==> config.mk <==
export PLATFORM = sky130hd
export DESIGN_NAME = pwm_dac_bank
export DESIGN_NICKNAME = d
export VERILOG_FILES = /design/src/rtl/pwm_dac_pkg.sv /design/src/rtl/pwm_dac_regs.sv /design/src/rtl/pwm_dac_timebase.sv /design/src/rtl/pwm_dac_channel.sv /design/src/rtl/pwm_dac_bank.sv
export SDC_FILE = /design/constraint.sdc
export NUM_CORES = 1
export LEC_CHECK = 0
export ABC_AREA = 1
export BUFFER_PORTS_ARGS = -buffer_cell sky130_fd_sc_hd__buf_4
export CAP_MARGIN = 20
export CORE_ASPECT_RATIO = 1.4
export CORE_MARGIN = 5
export CORE_UTILIZATION = 37
export CTS_BUF_LIST = sky130_fd_sc_hd__clkbuf_16
export DETAILED_ROUTE_END_ITERATION = 10
export PLACE_DENSITY = 0.59
export SETUP_SLACK_MARGIN = 0.2
export SLEW_MARGIN = 25
export SYNTH_ARGS = -nofsm -noshare
export SYNTH_HDL_FRONTEND = slang
export SYNTH_HIERARCHICAL = 1
export SYNTH_SLANG_ARGS = --single-unit
==> constraint.sdc <==
create_clock -name clk -period 5.5 [get_ports clk]
set_clock_uncertainty 0.1 [all_clocks]
set_input_delay 0 -clock clk [delete_from_list [all_inputs] [get_ports clk]]
set_output_delay 0 -clock clk [all_outputs]
set_load 0.02 [all_outputs]
==> src/rtl/pwm_dac_pkg.sv <==
// Package: shared constants and the control-register layout for the PWM DAC bank.
// Assumes byte-wide register bus and 8-bit duty codes.
package pwm_dac_pkg;
    localparam int unsigned CODE_W = 8;

    // Decoded view of the control register (bit 1 = short period, bit 0 = fast count).
    typedef struct packed {
        logic short_period;
        logic fast_rate;
    } pwm_ctrl_t;
endpackage

==> src/rtl/pwm_dac_regs.sv <==
// Module: register file of the PWM DAC bank.
// Holds one duty code per channel at BASE_ADDR+n, a control byte and
// the per-pin function bits packed into consecutive bytes at EN_ADDR.
// Assumes writes are single-cycle strobes; reads are combinational.
module pwm_dac_regs
    import pwm_dac_pkg::*;
#(
    parameter int unsigned NUM_CH    = 14,
    parameter int unsigned ADDR_W    = 8,
    parameter logic [7:0]  BASE_ADDR = 8'h20,
    parameter logic [7:0]  CTRL_ADDR = 8'h10,
    parameter logic [7:0]  EN_ADDR   = 8'h11
) (
    input  logic                           clk,
    input  logic                           rst_n,
    input  logic [ADDR_W-1:0]              bus_addr,
    input  logic [CODE_W-1:0]              bus_wdata,
    input  logic                           bus_we,
    output logic [CODE_W-1:0]              bus_rdata,
    output logic [NUM_CH-1:0][CODE_W-1:0]  duty,
    output logic [NUM_CH-1:0]              fn_pwm,
    output pwm_ctrl_t                      ctrl
);
    localparam int unsigned EN_BYTES = (NUM_CH + 7) / 8;
    localparam int unsigned EN_PAD   = EN_BYTES * 8;

    logic [EN_PAD-1:0] en_q;

    // Duty registers: one per channel, cleared by reset.
    for (genvar n = 0; n < NUM_CH; n++) begin : g_duty
        always_ff @(posedge clk) begin
            if (!rst_n)
                duty[n] <= '0;
            else if (bus_we && bus_addr == ADDR_W'(BASE_ADDR + n))
                duty[n] <= bus_wdata;
        end
    end

    // Function-bit bytes: bits past NUM_CH are held at zero.
    for (genvar b = 0; b < EN_BYTES; b++) begin : g_en
        always_ff @(posedge clk) begin
            if (!rst_n)
                en_q[b*8 +: 8] <= '0;
            else if (bus_we && bus_addr == ADDR_W'(EN_ADDR + b))
                en_q[b*8 +: 8] <= bus_wdata;
        end
    end

    // Control register: rate and period select.
    always_ff @(posedge clk) begin
        if (!rst_n)
            ctrl <= '0;
        else if (bus_we && bus_addr == ADDR_W'(CTRL_ADDR))
            ctrl <= pwm_ctrl_t'(bus_wdata[1:0]);
    end

    // Unused upper function bits read as zero.
    logic [EN_PAD-1:0] en_view;
    always_comb begin
        en_view = '0;
        en_view[NUM_CH-1:0] = en_q[NUM_CH-1:0];
    end
    assign fn_pwm = en_q[NUM_CH-1:0];

    // Read mux over all mapped addresses.
    always_comb begin
        bus_rdata = '0;
        if (bus_addr == ADDR_W'(CTRL_ADDR))
            bus_rdata = {6'b0, ctrl};
        for (int n = 0; n < NUM_CH; n++)
            if (bus_addr == ADDR_W'(BASE_ADDR + n))
                bus_rdata = duty[n];
        for (int b = 0; b < EN_BYTES; b++)
            if (bus_addr == ADDR_W'(EN_ADDR + b))
                bus_rdata = en_view[b*8 +: 8];
    end
endmodule

==> src/rtl/pwm_dac_timebase.sv <==
// Module: shared period counter of the PWM DAC bank.
// Produces a count enable (every clock in fast mode, every second clock
// otherwise) and a counter that wraps after SHORT_LEN or LONG_LEN counts.
// Assumes LONG_LEN is a power of two no larger than 2**CNT_W.
module pwm_dac_timebase
    import pwm_dac_pkg::*;
#(
    parameter int unsigned LONG_LEN  = 256,
    parameter int unsigned SHORT_LEN = 253,
    parameter int unsigned CNT_W     = $clog2(LONG_LEN),
    parameter int unsigned LEN_W     = CNT_W + 1
) (
    input  logic             clk,
    input  logic             rst_n,
    input  pwm_ctrl_t        ctrl,
    output logic             tick,
    output logic             period_start,
    output logic [CNT_W-1:0] cnt,
    output logic [LEN_W-1:0] period_len
);
    logic phase;

    assign period_len   = ctrl.short_period ? LEN_W'(SHORT_LEN) : LEN_W'(LONG_LEN);
    assign tick         = ctrl.fast_rate | phase;
    assign period_start = tick && ({1'b0, cnt} >= period_len - LEN_W'(1));

    // Half-rate phase toggle used when the slow rate is selected.
    always_ff @(posedge clk) begin
        if (!rst_n) phase <= 1'b0;
        else        phase <= ~phase;
    end

    // Period counter: advances on tick, wraps at the last count.
    always_ff @(posedge clk) begin
        if (!rst_n)            cnt <= '0;
        else if (period_start) cnt <= '0;
        else if (tick)         cnt <= cnt + CNT_W'(1);
    end
endmodule

==> src/rtl/pwm_dac_channel.sv <==
// Module: one PWM DAC channel with its pin mux.
// Latches the saturated duty code at each period start, compares it with
// the shared counter and chooses between the PWM level and a port bit.
// Output is open-drain style: pull_low = 1 drives the pad low.
module pwm_dac_channel
    import pwm_dac_pkg::*;
#(
    parameter int unsigned CNT_W = 8,
    parameter int unsigned LEN_W = CNT_W + 1
) (
    input  logic              clk,
    input  logic              rst_n,
    input  logic              period_start,
    input  logic [CNT_W-1:0]  cnt,
    input  logic [LEN_W-1:0]  period_len,
    input  logic [CODE_W-1:0] duty,
    input  logic              fn_pwm,
    input  logic              port_bit,
    output logic              pull_low
);
    logic [LEN_W-1:0] sat_code;
    logic [LEN_W-1:0] work_code;
    logic             pwm_high;

    // Clamp the code to the period length.
    always_comb begin
        sat_code = LEN_W'(duty);
        if (sat_code > period_len) sat_code = period_len;
    end

    // Working code: updated only when a period ends.
    always_ff @(posedge clk) begin
        if (!rst_n)            work_code <= '0;
        else if (period_start) work_code <= sat_code;
    end

    assign pwm_high = {1'b0, cnt} < work_code;
    assign pull_low = fn_pwm ? ~pwm_high : ~port_bit;
endmodule

==> src/rtl/pwm_dac_bank.sv <==
// Module: top of the PWM DAC bank.
// Ties the register file, the shared timebase and NUM_CH channel slices.
// Assumes a single clock at twice the base PWM rate and synchronous reset.
module pwm_dac_bank
    import pwm_dac_pkg::*;
#(
    parameter int unsigned NUM_CH    = 14,
    parameter int unsigned ADDR_W    = 8,
    parameter int unsigned LONG_LEN  = 256,
    parameter int unsigned SHORT_LEN = 253,
    parameter logic [7:0]  BASE_ADDR = 8'h20,
    parameter logic [7:0]  CTRL_ADDR = 8'h10,
    parameter logic [7:0]  EN_ADDR   = 8'h11
) (
    input  logic              clk,
    input  logic              rst_n,
    input  logic [ADDR_W-1:0] bus_addr,
    input  logic [7:0]        bus_wdata,
    input  logic              bus_we,
    output logic [7:0]        bus_rdata,
    input  logic [NUM_CH-1:0] port_bit,
    output logic [NUM_CH-1:0] pad_pull_low
);
    localparam int unsigned CNT_W = $clog2(LONG_LEN);
    localparam int unsigned LEN_W = CNT_W + 1;

    logic [NUM_CH-1:0][CODE_W-1:0] duty;
    logic [NUM_CH-1:0]             fn_pwm;
    pwm_ctrl_t                     ctrl;
    logic                          ctrl_fast;
    logic                          ctrl_short;
    logic                          tick;
    logic                          period_start;
    logic [CNT_W-1:0]              cnt;
    logic [LEN_W-1:0]              period_len;

    assign ctrl_fast  = ctrl.fast_rate;
    assign ctrl_short = ctrl.short_period;

    pwm_dac_regs #(
        .NUM_CH(NUM_CH), .ADDR_W(ADDR_W), .BASE_ADDR(BASE_ADDR),
        .CTRL_ADDR(CTRL_ADDR), .EN_ADDR(EN_ADDR)
    ) u_regs (
        .clk(clk), .rst_n(rst_n), .bus_addr(bus_addr), .bus_wdata(bus_wdata),
        .bus_we(bus_we), .bus_rdata(bus_rdata), .duty(duty), .fn_pwm(fn_pwm),
        .ctrl(ctrl)
    );

    pwm_dac_timebase #(
        .LONG_LEN(LONG_LEN), .SHORT_LEN(SHORT_LEN), .CNT_W(CNT_W), .LEN_W(LEN_W)
    ) u_timebase (
        .clk(clk), .rst_n(rst_n), .ctrl(ctrl), .tick(tick),
        .period_start(period_start), .cnt(cnt), .period_len(period_len)
    );

    for (genvar n = 0; n < NUM_CH; n++) begin : g_ch
        pwm_dac_channel #(.CNT_W(CNT_W), .LEN_W(LEN_W)) u_ch (
            .clk(clk), .rst_n(rst_n), .period_start(period_start), .cnt(cnt),
            .period_len(period_len), .duty(duty[n]), .fn_pwm(fn_pwm[n]),
            .port_bit(port_bit[n]), .pull_low(pad_pull_low[n])
        );
    end
endmodule

# Word-level counts from Yosys, hierarchy flattened
# Index checks and enable logic that the tools add are counted.
# word_totals
ff_bits,263
ramBits,0
input_bits,33
rom_bits,0
latchBits,0
word_cells,178
n_memories,0
out_inout_bits,22
# op_classes
n_bitwise,31
n_reduce_logical,19
n_addsub,2
n_mul,0
muxes,46
eq_ne,17
shift,0
div,0
magnitude_cmp,29
# ops
op,n
$mux 9,15
$mux 8,16
$gt 8x9->1,14
$lt 8x9->1,14
$eq 8x6->1 const B,14
$not 1->1,30
$eq 8x5->1 const B,3
$logic_and 1x1->1,18
$mux 1,14
$ge 8x9->1,1
$sub 9x1->9 const B,1
$add 8x1->8 const B,1
$mux 2,1
$reduce_or 2->1,1
$or 1x1->1,1

# Logic depth before layout (Yosys ltp)
# Gate-level depths: netlist of the first run.
# logic_depth
word_depth,18
ltp_mapped,15

# Cells and area by module
# Netlist of the first run, hierarchy kept.
# by_module_without_submodules
mod,seq_area_each_um2,area_each_um2,instances,cells_per_inst
pwm_dac_channel,180.2,932.1,14,135
pwm_dac_regs,2562.5,5840.6,1,850
pwm_dac_timebase,180.2,600.6,1,82

# Worst setup path after synthesis of the first run
# No wires, ideal clock.
# synth_timing
kind,reg2reg
start,register u_regs/ctrl[1] (netlist name)
end,register g_ch[0].u_ch.work_code[0]
t_required_ns,5.280
path_stages_with_launch,14
arrival_ns,2.202
slack_ns,3.078
cell_sequence,dfxtp_1 -> inv_1 -> ha_1 -> inv_1 -> nand2_1 -> nand2_1 -> nand2_1 -> nand2_1 -> nand2_2 -> inv_1 -> clkbuf_8 -> inv_1 -> nand2_1 -> a21oi_1
# synth_between
elab_chain_cells,4
# synth_rtl
element,line,rtl
$mux 9,pwm_dac_timebase.sv:23,assign period_len = ctrl.short_period ? LEN_W'(SHORT_LEN) : LEN_W'(LONG_LEN);
via period_len[8],pwm_dac_bank.sv:35,logic [LEN_W-1:0] period_len;
$sub 9x1->9,pwm_dac_timebase.sv:25,"assign period_start = tick && ({1'b0, cnt} >= period_len - LEN_W'(1));"
$ge 8x9->1,pwm_dac_timebase.sv:25,
$logic_and 1x1->1,pwm_dac_timebase.sv:25,
via period_start,pwm_dac_bank.sv:33,logic period_start;
to (signal assigned),pwm_dac_channel.sv:34,else if (period_start) work_code <= sat_code;
to (decl),pwm_dac_channel.sv:22,logic [LEN_W-1:0] work_code;
# The timed path passes the listed nets, and every way through them passes these cells.
# A chain may end at the register's enable or synchronous reset.

# Final worst setup path of the first run
# layout_timing
start,input port bus_addr[5]
end,output port bus_rdata[2]
# layout_between
elab_chain_cells,17
# layout_rtl
element,line,rtl
from (decl),pwm_dac_bank.sv:17,"input logic [ADDR_W-1:0] bus_addr,"
$eq 8x6->1,pwm_dac_regs.sv:71,if (bus_addr == ADDR_W'(BASE_ADDR + n))
$mux 8 (14 in series),pwm_dac_regs.sv:71,
$mux 8,pwm_dac_regs.sv:74,if (bus_addr == ADDR_W'(EN_ADDR + b))
$mux 8 (*),pwm_dac_regs.sv:74,
to (decl),pwm_dac_bank.sv:20,"output logic [7:0] bus_rdata,"
# Mark *: on every way between the ends. The rest lies on a longest branch, timed or not.

==> qor.csv, run 1 <==
metric,value,unit
run_status,completed,
post_synth.cell_area_avg,6.91,sq um
width_of_the_chip,204,um
initial_antenna_violation_count,1,
synth_net_count,3068,
syn-instance-count,2822,
cp_max_fo,12,
timing.fmax,287,MHz
tritoncts.num_buffers,27,
number_of_enable_type_register_cells_in_the_synthesized_netlist,0,
multiInputGateArea,11600,sq um
critPathRequiredTime,5400,ps
core_region_area,52100,sq um
preCtsSetupSlack,2490,ps
final_min_period_over_clock_period,0.634,
grtUsageTotal,0.199,
hold_violations,0,
finalSetupViolCount,0,
die_h,282,um
number_of_max_slew_violations_in_the_final_report,0,
sequential_cell_area,5270,sq um
worstMarginPinSlew,941,ps
gp_congestion,0.961,
number_of_drc_markers_after_the_initial_detailed_route_iteration,1164,
max_cap_viol_count,0,
num-nets-final,3117,
grt_setup_unrepaired,false,
synth_sequential_area_ratio,0.270,
insertion_delay,560,ps
via_to_cell_ratio,5.01,
cp-end-kind,output pin,
first_drt_pass_iteration_count,8,
setup_ws,2010,ps
ys.warnings.count,6,
fillCellCount,5380,
holdCritPathClass,in2reg,
flow.area_growth_from_synthesis,10.7,%
cts.reportedPaths.clkPinSlew,70,ps
grt_pass1_wl,91500,um
worst_max_slew_margin_expressed_relative_to_the_limit,0.371,
row_count,99,
wl_per_cell,16.3,um
cts_htree_levels,1,
design.die.area,57400,sq um
final_common_cell,nand2_1,
cts_tree,done,
largest_net_degree_at_the_start_of_global_routing,68,
totalNegativeSetupSlack,0,ps
critical_path.reg2reg.startpoint,u_regs/ctrl[1],
dominant_cells_by_area_after_synthesis,"dfxtp_1, ha_1, nand2_1, inv_1, a21oi_1",
final_period_minus_worst_setup_slack,3490,ps
design.portCount,55,
clock_path_buffers,3,
detailed_place_hpwl,43500,um
layout-drive-gt1-share,0.103,
total_via_count_after_detailed_routing,18000,
leading_cell_types_in_the_layout_fill_and_taps_excluded,"nand2_1, inv_1, a21oi_1",
synthDominantCellAreaShare,0.270,
drt_drc_violations_left,0,
netlist.top_cell.by_area,dfxtp_1,
routed_wirelength,58800,um
crit_arrival,3390,ps
hp-start,bus_addr[4],
cts-resized-gates,0,
synthDistinctLibCells,32,
starting_utilization_of_the_core_area,0.374,
postSynthRegisterBits,263,
static_leakage,9.02,nW
vdd_ir_drop_max,0.000224,V
cts-root-buf,clkbuf_16,
syn-cell-area,19500,sq um
first_global_vias,17000,
p_per_area,191,nW/um^2
critical_path_class,in2out,
launching_element_of_the_worst_setup_path,bus_addr[5],
start_kind,input pin,
global_route.overflow_total,0,
final_antenna_net_count,0,
cts.sink_count,263,
buffer_ports.inserted,54,
synth_flop_type,dfxtp_1,
synth_async_sr_flop_share,0,
power breakdown:
part           internal, mW  switching (mW)  total (mW)
Combinational        0.0806           0.188       0.268
Sequential             1.91         0.00452        1.91
Clock                  1.13           0.818        1.95
Total                  3.12            1.01        4.13
cell families (layout without fill, tap and decap cells):
logic type | Yosys count | count (layout) | share of synthesized area
xor gates and xnor gates | 5 | 5 | 0.00225
and+or+nand+nor | 1218 | 1218 | 0.325
buffers and inverters | 649 | 718 | 0.135
adders and majority gates | 213 | 213 | 0.137
DFF | 263 | 263 | 0.270
AOI/OAI and AO/OA | 472 | 472 | 0.130
muxes | 1 | 1 | 0.000514
other | 1 | 2 | 0.000192
synthesized netlist by cell type, types with 15 or more instances:
cell      instances
dfxtp_1         263
nand2_4          17
inv_1           550
nand2_1         632
nand2_2          47
nand3_1         288
inv_2            16
nor2_8           15
nor2_4           21
o21ai_0         121
nor3_1           26
a21oi_1         303
ha_1            213
nand4_1          22
nand3_4          28
nor2_1           91
clkbuf_1         34
registers in the layout (all words and copies together), names as in the netlist:
register             flops
g_ch.u_ch/work_code    126
u_regs/duty            112
u_regs/fn_pwm           14
u_timebase/cnt           8
u_regs/ctrl              2
u_timebase/phase         1
final timing paths:
check | to | slack (ps) | cells after the start
worst min-delay path | u_regs/ctrl[0] | 40 | 6
worst max-delay path | bus_rdata[2] | 2010 | 16
worst min register to register | g_ch[3].u_ch/work_code[7] | 370 | 2
worst max register to register | g_ch[6].u_ch/work_code[6] | 2460 | 11
area by class of cell:
cell class                      count  share of cell area
Sequential cell                   263               0.244
Clock buffer                       27              0.0313
Tap cell                          707              0.0410
Multi-Input combinational cell   1910               0.537
Inverter                          580               0.101
Clock inverter                     22              0.0110
Antenna cell                        1            0.000116
Timing Repair Buffer               89              0.0341
stage by stage:
stage	total power, mW	area [sq um]	util	std cells	hold WS, ps
5_1_grt	4.25	21600	0.414	3599	92.1
3_3_place_gp	2.21	20400	0.392	3527	200
3_5_place_dp	2.21	20400	0.392	3527	201
2_1_floorplan	2.11	19500	-	2822	6.97
6_report	4.13	21600	0.414	3599	38.0
4_1_cts	4.16	21600	0.414	3598	8.56
worst max-delay path, cell delays in order:
cell and delay [ps]:
dlygate4sd3_1 540, buf_4 160, nand2_2 60, dlygate4sd3_1 640
nor2_8 90, nand2_2 100, inv_2 100, nand2_1 80
nand3_1 110, nor2_1 160, nand4_1 120, o21ai_1 250
nand4_1 150, nor3_1 340, nand4_1 240, buf_4 220
layer usage:
metal / global-route usage / vias to the layer above / wire [um]
li1: - / 9151 / -
met1: 0.238 / 8317 / 24400
met2: 0.360 / 448 / 29100
met3: 0.0176 / 117 / 2450
met4: 0.0894 / 0 / 2880
met5: 0 / - / 0
repair_timing:
action | 4_1_cts | 5_1_grt
endpoints found under the setup margin | 0 | 0
hold buffers | 22 | 0
endpoints found under the hold margin | 129 | 0
buffers inserted | 0 | 0
Power figures use the tool's default switching activity.
==> run 2, diff against run 1 <==
clock period = 3.6 ns   (was 5.5 ns; I/O delays follow)
==> qor.csv, run 2 (same netlist as run 1, synthesis figures left out) <==
metric,value,unit
max_cap_viol_count,0,
cp-end-kind,output pin,
reg2reg_to,g_ch[9].u_ch/work_code[4],
globalRouteMet3Util,0.0166,
leading_cell_types_in_the_layout_fill_and_taps_excluded,"nand2_1, inv_1, a21oi_1",
initial_antenna_violation_count,2,
flow.area_growth_from_synthesis,11.4,%
critical_path.reg2reg.startpoint,u_regs/ctrl[1],
cp_max_fo,9,
vdd_ir_drop_max,0.000327,V
grt_pass1_wl,92000,um
row_count,99,
tritoncts.num_buffers,29,
grtUsageTotal,0.199,
dpl-instance-area,20500,sq um
final_period_minus_worst_setup_slack,3430,ps
number_of_max_slew_violations_in_the_final_report,0,
max_ffs_per_register,126,
cts-root-buf,clkbuf_16,
final.hold.worst_slack,59.3,ps
routed_wirelength,58000,um
total_via_count_after_detailed_routing,17900,
number_of_drc_markers_after_the_initial_detailed_route_iteration,1361,
cts_htree_levels,1,
starting_utilization_of_the_core_area,0.374,
design.die.area,57400,sq um
sequential_cell_area,5270,sq um
detailed_place_hpwl,43300,um
worst_max_slew_margin_expressed_relative_to_the_limit,0.414,
multiInputGateArea,11600,sq um
core_region_area,52100,sq um
clock_path_buffers,3,
final_area,21700,sq um
globalRouteMet1Util,0.230,
hp-start,bus_addr[6],
start_kind,input pin,
cts_tree,done,
setup_ws,166,ps
insertion_delay,560,ps
grt.busiest_layer,met2,
holdCritPathClass,in2reg,
p_per_area,286,nW/um^2
first_drt_pass_iteration_count,6,
finalSetupViolCount,0,
final_min_period_over_clock_period,0.954,
cts.sink_count,263,
width_of_the_chip,204,um
buffer_ports.inserted,54,
finalCoreUtilization,0.416,
layout-drive-gt1-share,0.109,
wl_per_cell,16.0,um
num-nets-final,3135,
regToRegSetupSlack,960,ps
use_met2,0.374,
fillCellCount,5478,
worstMarginPinSlew,875,ps
cts.reportedPaths.clkPinSlew,60,ps
totalNegativeSetupSlack,0,ps
die_h,282,um
critical_path_class,in2out,
static_leakage,9.10,nW
preCtsSetupSlack,825,ps
critPathRequiredTime,3500,ps
gp_congestion,0.960,
worstRegToRegCells,13,
final_common_cell,nand2_1,
hold_violations,0,
via_to_cell_ratio,4.94,
largest_register,g_ch.u_ch/work_code,
final_antenna_net_count,0,
design.portCount,55,
run_status,completed,
first_global_vias,17600,
drt_drc_violations_left,0,
crit_arrival,3330,ps
global_route.overflow_total,0,
min_delay_path_depth,7,
timing.fmax,291,MHz
largest_net_degree_at_the_start_of_global_routing,65,
min_to,u_regs/ctrl[1],
grt_setup_unrepaired,true,
==> run 2: cell types whose count changed in the layout (fill, tap and decap cells not counted), sizes merged, moves of 2 or more <==
cell | previous run | this run
buf | 67 | 81
clkinv | 24 | 29
bufinv | 5 | 2
clkbuf | 27 | 29
==> run 2: area by class of cell <==
type                            count  share of cell area
Multi-Input combinational cell   1911               0.534
Sequential cell                   263               0.243
Inverter                          580               0.100
Tap cell                          707              0.0407
Timing Repair Buffer              104              0.0403
Clock buffer                       29              0.0334
Clock inverter                     24             0.00801
Antenna cell                        1            0.000115
==> run 2: report_power, final <==
group	leakage (nW)	switching [mW]	internal, mW
Sequential	2.12	0.00659	2.91
Clock	0.457	1.26	1.61
Combinational	6.53	0.289	0.127
==> run 2: how the worst max path moves through the flow <==
stage | endpoint | startpoint | slack (ps) | depth (start not counted)
5_1_grt | bus_rdata[5] | bus_addr[4] | 150 | 14
3_5_place_dp | bus_rdata[6] | bus_addr[7] | 830 | 15
4_1_cts | bus_rdata[4] | bus_addr[4] | 210 | 14
6_report | bus_rdata[5] | bus_addr[4] | 170 | 14
3_3_place_gp | bus_rdata[6] | bus_addr[7] | 840 | 15
2_1_floorplan | g_ch[0].u_ch/work_code[0] | u_regs/ctrl[1] | 1180 | 13
==> run 2: worst max-delay path: stages <==
cell	delay, ps
dlygate4sd3_1	530
buf_4	160
inv_2	60
nand2_2	40
dlygate4sd3_1	620
nor2_8	220
nand2_4	130
nor2_4	180
inv_1	140
o21ai_1	380
nand4_1	150
nor3_1	270
nand4_1	220
buf_4	220
==> run 2: what timing repair did <==
item	4_1_cts	5_1_grt
hold buffers	23	0
hold endpoints to repair	176	0
setup endpoints to repair	0	5
setup buffers	0	4
gates resized for setup	0	2
==> run 2: per-layer routing <==
metal	up-vias	part of all wire
li1	9188	-
met1	8088	0.41
met3	138	0.036
met4	4	0.045
met2	446	0.51
met5	-	0.00047
==> run 2: metrics by stage <==
stage / power, mW / cells
floorplan: 3.22 / 2822
global placement: 3.37 / 3537
detailed placement: 3.38 / 3537
CTS: 6.28 / 3613
global route: 6.44 / 3618
finish: 6.21 / 3619
==> run 3, diff against run 2 <==
CORE_ASPECT_RATIO = 0.5   (was 1.4)
==> qor.csv, run 3 (same netlist as run 1, synthesis figures left out) <==
metric,value,unit
critPathRequiredTime,3500,ps
final_min_period_over_clock_period,0.923,
largest_net_degree_at_the_start_of_global_routing,67,
min_to,u_regs/duty[9],
holdCritPathClass,in2reg,
design.die.area,57600,sq um
cts_htree_levels,1,
reg2reg_to,g_ch[11].u_ch/work_code[0],
critical_path.reg2reg.startpoint,u_regs/ctrl[1],
first_global_vias,16600,
min_delay_path_depth,8,
worst_max_slew_margin_expressed_relative_to_the_limit,0.409,
tritoncts.num_buffers,29,
cp-end-kind,output pin,
crit_chain,dlygate4sd3_1 > buf_4 > inv_2 > nand2_2 > dlygate4sd3_1 > nor2_8 > nand2_4 > nor2_4 > inv_1 > o22ai_1 > inv_1 > nand4_1 > nand2_1 > nand4_1 > nand2_1 > a21oi_1 > buf_4,
max_cap_viol_count,0,
vdd_ir_drop_max,0.000268,V
detailed_place_hpwl,42900,um
cts-root-buf,clkbuf_16,
run_status,completed,
clkPwrFrac,0.468,
num_antenna_cells,0,
max_ffs_per_register,126,
worstRegToRegCells,14,
timing.fmax,301,MHz
totalNegativeSetupSlack,0,ps
number_of_drc_markers_after_the_initial_detailed_route_iteration,1432,
drt_drc_violations_left,0,
hold_violations,0,
cp_max_fo,9,
cts.sink_count,263,
final_period_minus_worst_setup_slack,3320,ps
cts_tree,done,
cts.reportedPaths.clkPinSlew,60,ps
p_per_area,289,nW/um^2
initial_antenna_violation_count,1,
insertion_delay,570,ps
routed_wirelength,58600,um
dpl-instance-area,20500,sq um
pint,4.71,mW
final_area,21700,sq um
final_common_cell,nand2_1,
total_via_count_after_detailed_routing,18000,
finalSetupViolCount,0,
regToRegSetupSlack,1160,ps
power_frac_comb,0.066,
flow.area_growth_from_synthesis,11.5,%
multiInputGateArea,11600,sq um
layout-drive-gt1-share,0.106,
pwr-share-seq,0.466,
first_drt_pass_iteration_count,6,
num-nets-final,3131,
path_depth,17,
fillCellCount,5390,
clock_path_buffers,3,
number_of_max_slew_violations_in_the_final_report,0,
hp-start,bus_addr[7],
die_h,172,um
via_to_cell_ratio,5.00,
slowest_delay,620,ps
wl_per_cell,16.2,um
grt_pass1_wl,91600,um
buffer_ports.inserted,54,
crit_arrival,3220,ps
global_route.overflow_total,0,
gp_congestion,0.933,
grtUsageTotal,0.199,
worst_path_dominant_cell_family,buffers and inverters,
leading_cell_types_in_the_layout_fill_and_taps_excluded,"nand2_1, inv_1, a21oi_1",
worstMarginPinSlew,885,ps
critical_path_class,in2out,
grt_setup_unrepaired,false,
switching_power,1.56,mW
largest_register,g_ch.u_ch/work_code,
width_of_the_chip,335,um
crit_path_top_delay_cell,dlygate4sd3_1,
sequential_cell_area,5270,sq um
static_leakage,9.10,nW
switching_share,0.249,
critical_path.n_buffers_inverters,7,
final_antenna_net_count,0,
design.portCount,55,
core_region_area,52000,sq um
starting_utilization_of_the_core_area,0.375,
start_kind,input pin,
row_count,59,
[run 3: layer usage]
layer | track usage | wire length, um | vias up
met5 | 0 | 0 | -
met4 | 0.0547 | 1710 | 0
met3 | 0.0349 | 3900 | 85
met2 | 0.325 | 25700 | 486
met1 | 0.272 | 27300 | 8251
li1 | - | - | 9208
[run 3: repair_timing]
action                     4_1_cts  5_1_grt
hold endpoints to repair       128        0
setup buffers                    0        2
resized for setup                0        2
setup endpoints to repair        0        4
hold buffers                    24        0
[run 3: worst max path at each step]
stage / start / endpoint / slack [ps]
final: bus_addr[4] / bus_rdata[7] / 280
after global routing: bus_addr[4] / bus_rdata[7] / 220
after CTS: bus_addr[3] / bus_rdata[7] / 310
after detailed placement: bus_addr[7] / bus_rdata[6] / 1090
after global placement: bus_addr[7] / bus_rdata[6] / 1170
after floorplan: u_regs/ctrl[1] / g_ch[0].u_ch/work_code[0] / 1180
[run 3: metrics by stage]
| stage | utilization | power (mW) | hold slack [ps] | std cells | setup slack [ps] |
|---|---|---|---|---|---|
| after global routing | 0.418 | 6.50 | 126 | 3607 | 224 |
| after floorplan | - | 3.22 | 6.97 | 2822 | 1180 |
| after detailed placement | 0.395 | 3.38 | 199 | 3529 | 1090 |
| after CTS | 0.417 | 6.33 | 55.2 | 3605 | 311 |
| final | 0.418 | 6.27 | 84.6 | 3607 | 278 |
| after global placement | 0.395 | 3.37 | 197 | 3529 | 1170 |
[run 3: power by group through the flow]
| stage | Sequential, mW | Combinational (mW) | Clock (mW) |
|---|---|---|---|
| 2_1_floorplan | 2.99 | 0.231 | 0 |
| 4_1_cts | 2.92 | 0.409 | 3.00 |
| 5_1_grt | 2.92 | 0.454 | 3.12 |
| 6_report | 2.92 | 0.417 | 2.93 |
| 3_5_place_dp | 2.99 | 0.391 | 0 |
| 3_3_place_gp | 2.99 | 0.387 | 0 |
[run 3: area by class of cell]
class	instances	area share
multi-input combinational	1910	0.534
sequential	263	0.242
inverter	580	0.100
timing repair buffer	101	0.0405
tap	701	0.0404
clock buffer	29	0.0334
clock inverter	23	0.00881
[run 3: tightest hold or removal path, stage by stage]
cell	delay [ps]
buf_4	80
inv_1	30
nand2_1	170
nor2_8	90
nand2_2	90
inv_2	90
nand3_1	80
a21oi_1	60
